**src/rtl/crc_pkg.sv**
```systemverilog
package crc_pkg;

    localparam int BYTE_W    = 8;
    localparam int CRC_MAX_W = 16;

    typedef enum logic [1:0] {
        CRC_OFF = 2'd0,
        CRC_8   = 2'd1,
        CRC_16  = 2'd2
    } crc_mode_e;

    typedef struct packed {
        crc_mode_e              mode;
        logic                   tx;
        logic [CRC_MAX_W-1:0]   crc;
        logic [1:0]             pend;
        logic [BYTE_W-1:0]      odata;
        logic                   ovalid;
        logic                   olast;
        logic                   rvalid;
        logic                   rok;
    } crc_state_t;

endpackage

```
**src/rtl/crc_cfg_decode.sv**
```systemverilog
module crc_cfg_decode
    import crc_pkg::*;
(
    input  logic      crc_on,
    input  logic      crc_short,
    output crc_mode_e mode
);
    always_comb begin
        if (!crc_on) begin
            mode = CRC_OFF;
        end else if (crc_short) begin
            mode = CRC_8;
        end else begin
            mode = CRC_16;
        end
    end
endmodule

```
**src/rtl/crc_byte_step.sv**
```systemverilog
module crc_byte_step #(
    parameter int           W    = 8,
    parameter int           BW   = 8,
    parameter logic [W-1:0] POLY = '0
) (
    input  logic [W-1:0]  crc_in,
    input  logic [BW-1:0] byte_in,
    output logic [W-1:0]  crc_out
);
    logic [W-1:0] acc;
    logic         fb;

    // MSB first, one shift per input bit, no reflection
    always_comb begin
        acc = crc_in;
        fb  = 1'b0;
        for (int i = BW - 1; i >= 0; i--) begin
            fb  = acc[W-1] ^ byte_in[i];
            acc = {acc[W-2:0], 1'b0};
            if (fb) begin
                acc = acc ^ POLY;
            end
        end
        crc_out = acc;
    end
endmodule

```
**src/rtl/pkt_crc_unit.sv**
```systemverilog
module pkt_crc_unit
    import crc_pkg::*;
#(
    parameter logic [7:0]  CRC8_POLY  = 8'h07,
    parameter logic [7:0]  CRC8_INIT  = 8'hFF,
    parameter logic [15:0] CRC16_POLY = 16'h1021,
    parameter logic [15:0] CRC16_INIT = 16'hFFFF
) (
    input  logic              clk,
    input  logic              rst_n,
    input  logic              cfg_tx,
    input  logic              cfg_crc_on,
    input  logic              cfg_crc_short,
    input  logic              in_valid,
    input  logic              in_sop,
    input  logic              in_eod,
    input  logic [BYTE_W-1:0] in_data,
    output logic              busy,
    output logic              out_valid,
    output logic              out_last,
    output logic [BYTE_W-1:0] out_data,
    output logic              res_valid,
    output logic              res_ok
);
    localparam int SHORT_W = 8;
    localparam int LONG_W  = CRC_MAX_W;
    localparam int HI_LSB  = LONG_W - BYTE_W;

    crc_state_t q, d;

    crc_mode_e          cfg_mode;
    crc_mode_e          mode_now;
    logic               tx_now;
    logic [SHORT_W-1:0] base8,  nxt8;
    logic [LONG_W-1:0]  base16, nxt16;
    crc_mode_e          mode_q_w;
    logic               tx_q_w;

    crc_cfg_decode u_dec (
        .crc_on    (cfg_crc_on),
        .crc_short (cfg_crc_short),
        .mode      (cfg_mode)
    );

    assign mode_now = in_sop ? cfg_mode : q.mode;
    assign tx_now   = in_sop ? cfg_tx   : q.tx;
    assign base8    = in_sop ? CRC8_INIT  : q.crc[SHORT_W-1:0];
    assign base16   = in_sop ? CRC16_INIT : q.crc;

    crc_byte_step #(.W(SHORT_W), .BW(BYTE_W), .POLY(CRC8_POLY)) u_step8 (
        .crc_in  (base8),
        .byte_in (in_data),
        .crc_out (nxt8)
    );

    crc_byte_step #(.W(LONG_W), .BW(BYTE_W), .POLY(CRC16_POLY)) u_step16 (
        .crc_in  (base16),
        .byte_in (in_data),
        .crc_out (nxt16)
    );

    always_comb begin
        d        = q;
        d.ovalid = 1'b0;
        d.olast  = 1'b0;
        d.rvalid = 1'b0;
        d.rok    = 1'b0;
        if (q.pend != 2'd0) begin
            // append phase: high byte when two remain, low byte last
            d.ovalid = 1'b1;
            d.odata  = (q.pend == 2'd2) ? q.crc[LONG_W-1:HI_LSB] : q.crc[BYTE_W-1:0];
            d.olast  = (q.pend == 2'd1);
            d.pend   = q.pend - 2'd1;
        end else if (in_valid) begin
            d.mode   = mode_now;
            d.tx     = tx_now;
            d.crc    = (mode_now == CRC_8) ? {{(LONG_W-SHORT_W){1'b0}}, nxt8} : nxt16;
            d.ovalid = 1'b1;
            d.odata  = in_data;
            if (in_eod) begin
                if (tx_now) begin
                    unique case (mode_now)
                        CRC_8:   d.pend  = 2'd1;
                        CRC_16:  d.pend  = 2'd2;
                        default: d.olast = 1'b1;
                    endcase
                end else begin
                    d.olast  = 1'b1;
                    d.rvalid = 1'b1;
                    unique case (mode_now)
                        CRC_8:   d.rok = (nxt8 == '0);
                        CRC_16:  d.rok = (nxt16 == '0);
                        default: d.rok = 1'b1;
                    endcase
                end
            end
        end
    end

    always_ff @(posedge clk or negedge rst_n) begin
        if (!rst_n) begin
            q <= '{mode: CRC_OFF, tx: 1'b0, crc: '0, pend: 2'd0, odata: '0,
                   ovalid: 1'b0, olast: 1'b0, rvalid: 1'b0, rok: 1'b0};
        end else begin
            q <= d;
        end
    end

    assign busy      = (q.pend != 2'd0);
    assign out_valid = q.ovalid;
    assign out_last  = q.olast;
    assign out_data  = q.odata;
    assign res_valid = q.rvalid;
    assign res_ok    = q.rok;
    assign mode_q_w  = q.mode;
    assign tx_q_w    = q.tx;

endmodule

```
**config.mk**
```make
export PLATFORM = sky130hd
export DESIGN_NAME = pkt_crc_unit
export DESIGN_NICKNAME = d
export VERILOG_FILES = /design/src/rtl/crc_pkg.sv /design/src/rtl/crc_cfg_decode.sv /design/src/rtl/crc_byte_step.sv /design/src/rtl/pkt_crc_unit.sv
export SDC_FILE = /design/constraint.sdc
export NUM_CORES = 1
export LEC_CHECK = 0
export BUFFER_PORTS_ARGS = -buffer_cell sky130_fd_sc_hd__buf_2
export CAP_MARGIN = 20
export CORE_MARGIN = 2
export CORE_UTILIZATION = 24
export DETAILED_ROUTE_END_ITERATION = 10
export HOLD_SLACK_MARGIN = 0.02
export SLEW_MARGIN = 15
export SYNTH_ARGS = -nofsm -noshare
export SYNTH_HDL_FRONTEND = slang
export SYNTH_SLANG_ARGS = --single-unit
```
**constraint.sdc**
```tcl
create_clock -name clk -period 1.8 [get_ports clk]
set_input_delay 0 -clock clk [delete_from_list [all_inputs] [get_ports clk]]
set_output_delay 0 -clock clk [all_outputs]
set_load 0.005 [all_outputs]
```
==> impl_metrics.py <==
metrics = {
    "timing": {
        "post-route-min-period_ns": 1.75,
        "drv_slew": 0,
        "fin_crit_sh_pct": 97.2,
        "rsz0062_at_grt": "true",
        "finalSetupViolations": 0,
        "max_freq_ghz": 0.571,
        "tightest_slew_ns": 0.790,
        "slew_headroom_pct": 47.3,
        "hold_viol": 0,
        "holdWs_ns": 0.0409,
        "fin_worst_skew_ns": 0.0176,
    },
    "critical_path": {
        "required_ns": 1.97,
        "crit_arrival_ns": 1.92,
        "critical_path_class": "flop to flop",
        "end_kind": "flop",
        "cp_max_fo": 5,
        "ff2ff_path_depth": 6,
        "start_kind": "flop",
    },
    "floorplanning": {
        "die_width_um": 108,
        "ios": 29,
        "die_h_um": 108,
        "start_util_pct": 24.4,
        "fp.coreArea_um2": 10700,
        "design.die.area_um2": 11700,
        "rows": 38,
    },
    "power": {
        "powerDensity_nw_per_um2": 1430,
        "p_leak_nw": 1.25,
        "total_power_mw": 4.39,
        "ir_drop_uv": 579,
    },
    "cts": {
        "cts_buffers": 5,
        "clock-root-buffer": "clkbuf_8",
        "clock-sinks": 33,
        "clock_path_buffers": 2,
        "h-tree-depth": 2,
        "clk_pin_slew_ns": 0.08,
        "tritoncts": "built",
        "insertion_delay_ns": 0.30,
    },
    "synth": {
        "netlist_area_um2": 2610,
        "ys_seq_area_share_pct": 31.7,
        "synth_fp_nets": 317,
        "synth_warnings": 0,
        "syn_area_per_cell_um2": 8.72,
        "netlist_instances": 299,
        "ys_seq_elements": 33,
        "ys_types": 47,
    },
    "finish": {
        "area_growth_pct": 17.4,
        "drive_gt1_share_pct": 25.0,
        "finalNetCount": 345,
        "multiInputGateArea_um2": 1540,
        "n_fill_cell": 1144,
        "antenna_cells": 0,
        "layout_commonest_cell": "xnor2_1",
        "final_cell_mix": "xnor2_1, nor2_1, a21oi_1, dfrtp_1, buf_2",
        "layout.area.seq_um2": 830,
    },
    "hold_path": {
        "min_path_type": "input port to flop",
        "hold_path_depth": 3,
    },
    "global_route": {
        "track_usage_pct": 12.8,
        "grt.overflow.total": 0,
        "grt_max_degree": 34,
        "first_global_vias": 2187,
        "grt_pass1_wl_um": 11600,
        "antenna_found_initial": 0,
    },
    "placed_design": {
        "io_buffers": 28,
        "gp_congestion": 0.887,
        "dp_hpwl_um": 5440,
    },
    "drt": {
        "avgViaCountPerCell": 4.83,
        "routedWlPerCell_um": 15.6,
        "routed_wl_um": 7320,
        "ant_nets": 0,
        "route.detailed.drc": 0,
        "drtPass1Iterations": 6,
        "vias": 2259,
        "drt_iter0_markers": 202,
    },
    "run_status": {
        "status": "finished clean",
    },
    "run": {
        "drv_cap": 0,
    },
}
-- per-stage QoR --
stage          utilization [%]  instance area (µm²)  setup TNS, ns  std cells  worst slack (ns)
2_1_floorplan                -                 2610              0        299            0.0117
3_3_place_gp              27.1                 2900              0        457            0.0254
3_5_place_dp              27.1                 2900              0        457            0.0296
4_1_cts                   28.3                 3030              0        466           0.00574
5_1_grt                   28.6                 3060        -0.0323        468           -0.0323
6_report                  28.6                 3060              0        468            0.0502
-- final timing paths --
path,startpoint,end,slack [ns]
worst max-delay path,q[27],q[20],0.05
worst min-delay path,in_eod,out_last,0.04
worst max register to register,q[27],q[20],0.05
worst min register to register,mode_q_w[1],mode_q_w[1],0.49
max in group asynchronous,rst_n,q[29],0.91
min in group asynchronous,rst_n,mode_q_w[1],0.33
-- logic make-up (layout without fill, tap and decap cells) --
group | after synthesis | in the layout | synth area share, %
xor gates and xnor gates | 61 | 61 | 22.4
AOI/OAI and AO/OA | 77 | 77 | 18.0
muxes | 7 | 7 | 3.17
DFF | 33 | 33 | 31.7
buffers and inverters | 46 | 75 | 9.94
and+or+nand+nor | 73 | 73 | 13.9
adders and majority gates | 2 | 2 | 0.960
-- area by class of cell --
class	instances	share of cell area (%)
multi-input cells	220	50.2
flip-flops and latches	33	27.1
repair buffers	55	11.7
well taps	140	5.72
clock buffers	5	2.25
clock inverters	3	1.51
inverters	12	1.47
-- layer usage --
metal / share of wire, % / vias to the layer above / wire, µm / GRT usage, %
met1: 42 / 1091 / 3050 / 15.8
met3: 5.7 / 21 / 416 / 2.65
met2: 49 / 86 / 3620 / 22.0
met4: 3.2 / 0 / 238 / 4.95
li1: - / 1061 / - / -
met5: 0 / - / 0 / 0
-- critical path, stage by stage, from the launching register on --
cell     delay, ns
dfrtp_1       0.46
xnor2_1       0.16
nor2_1        0.07
xnor2_1       0.51
xnor2_1       0.16
mux2i_1       0.17
o21ai_0       0.10
-- power breakdown --
group          switching (mW)  internal [mW]  leakage (nW)  total [mW]
Sequential              0.291          0.956         0.401        1.25
Clock                   0.311          0.415        0.0543       0.726
Combinational            1.17           1.25         0.794        2.42
Total                    1.78           2.62          1.25        4.39
-- synthesized netlist by cell type (all sizes together) --
library cell / number / share of area, %
a221o: 1 / 0.38
buf: 26 / 7.1
o31ai: 4 / 1.2
nand2: 14 / 2.0
inv: 11 / 1.6
xnor2: 51 / 19
o211ai: 3 / 0.86
clkinv: 1 / 0.14
a32oi: 2 / 0.67
nand3: 2 / 0.38
a21o: 2 / 0.62
and2: 2 / 0.58
nor4: 1 / 0.48
dfrtp: 33 / 32
a21oi: 30 / 5.8
nor3: 8 / 1.5
nor2: 32 / 4.8
or3: 2 / 0.67
o21ai: 14 / 2.7
clkbuf: 8 / 1.2
a22oi: 3 / 0.86
a22o: 5 / 1.7
nand4b: 1 / 0.34
and4: 1 / 0.43
mux2i: 7 / 3.2
or2: 1 / 0.24
xor2: 10 / 3.4
o32ai: 1 / 0.34
o21a: 2 / 0.58
nor2b: 1 / 0.24
nand3b: 1 / 0.29
nand4: 2 / 0.48
ha: 2 / 0.96
o22ai: 10 / 2.4
nand2b: 2 / 0.48
nor4b: 2 / 0.67
and3: 1 / 0.24
-- sequential cells by signal, indices dropped and copies added, names as in the netlist --
register and count:
tx_q_w 1, out_last 1, out_data 8, q 18, res_ok 1, mode_q_w 2
out_valid 1, res_valid 1
-- timing repair --
item | 4_1_cts | 5_1_grt
hold buffers | 1 | 0
endpoints found under the hold margin | 33 | 0
buffers inserted | 0 | 2
setup endpoints to repair | 0 | 6
gates resized for setup | 0 | 7
Note: power is estimated with default switching activity, not from simulation.
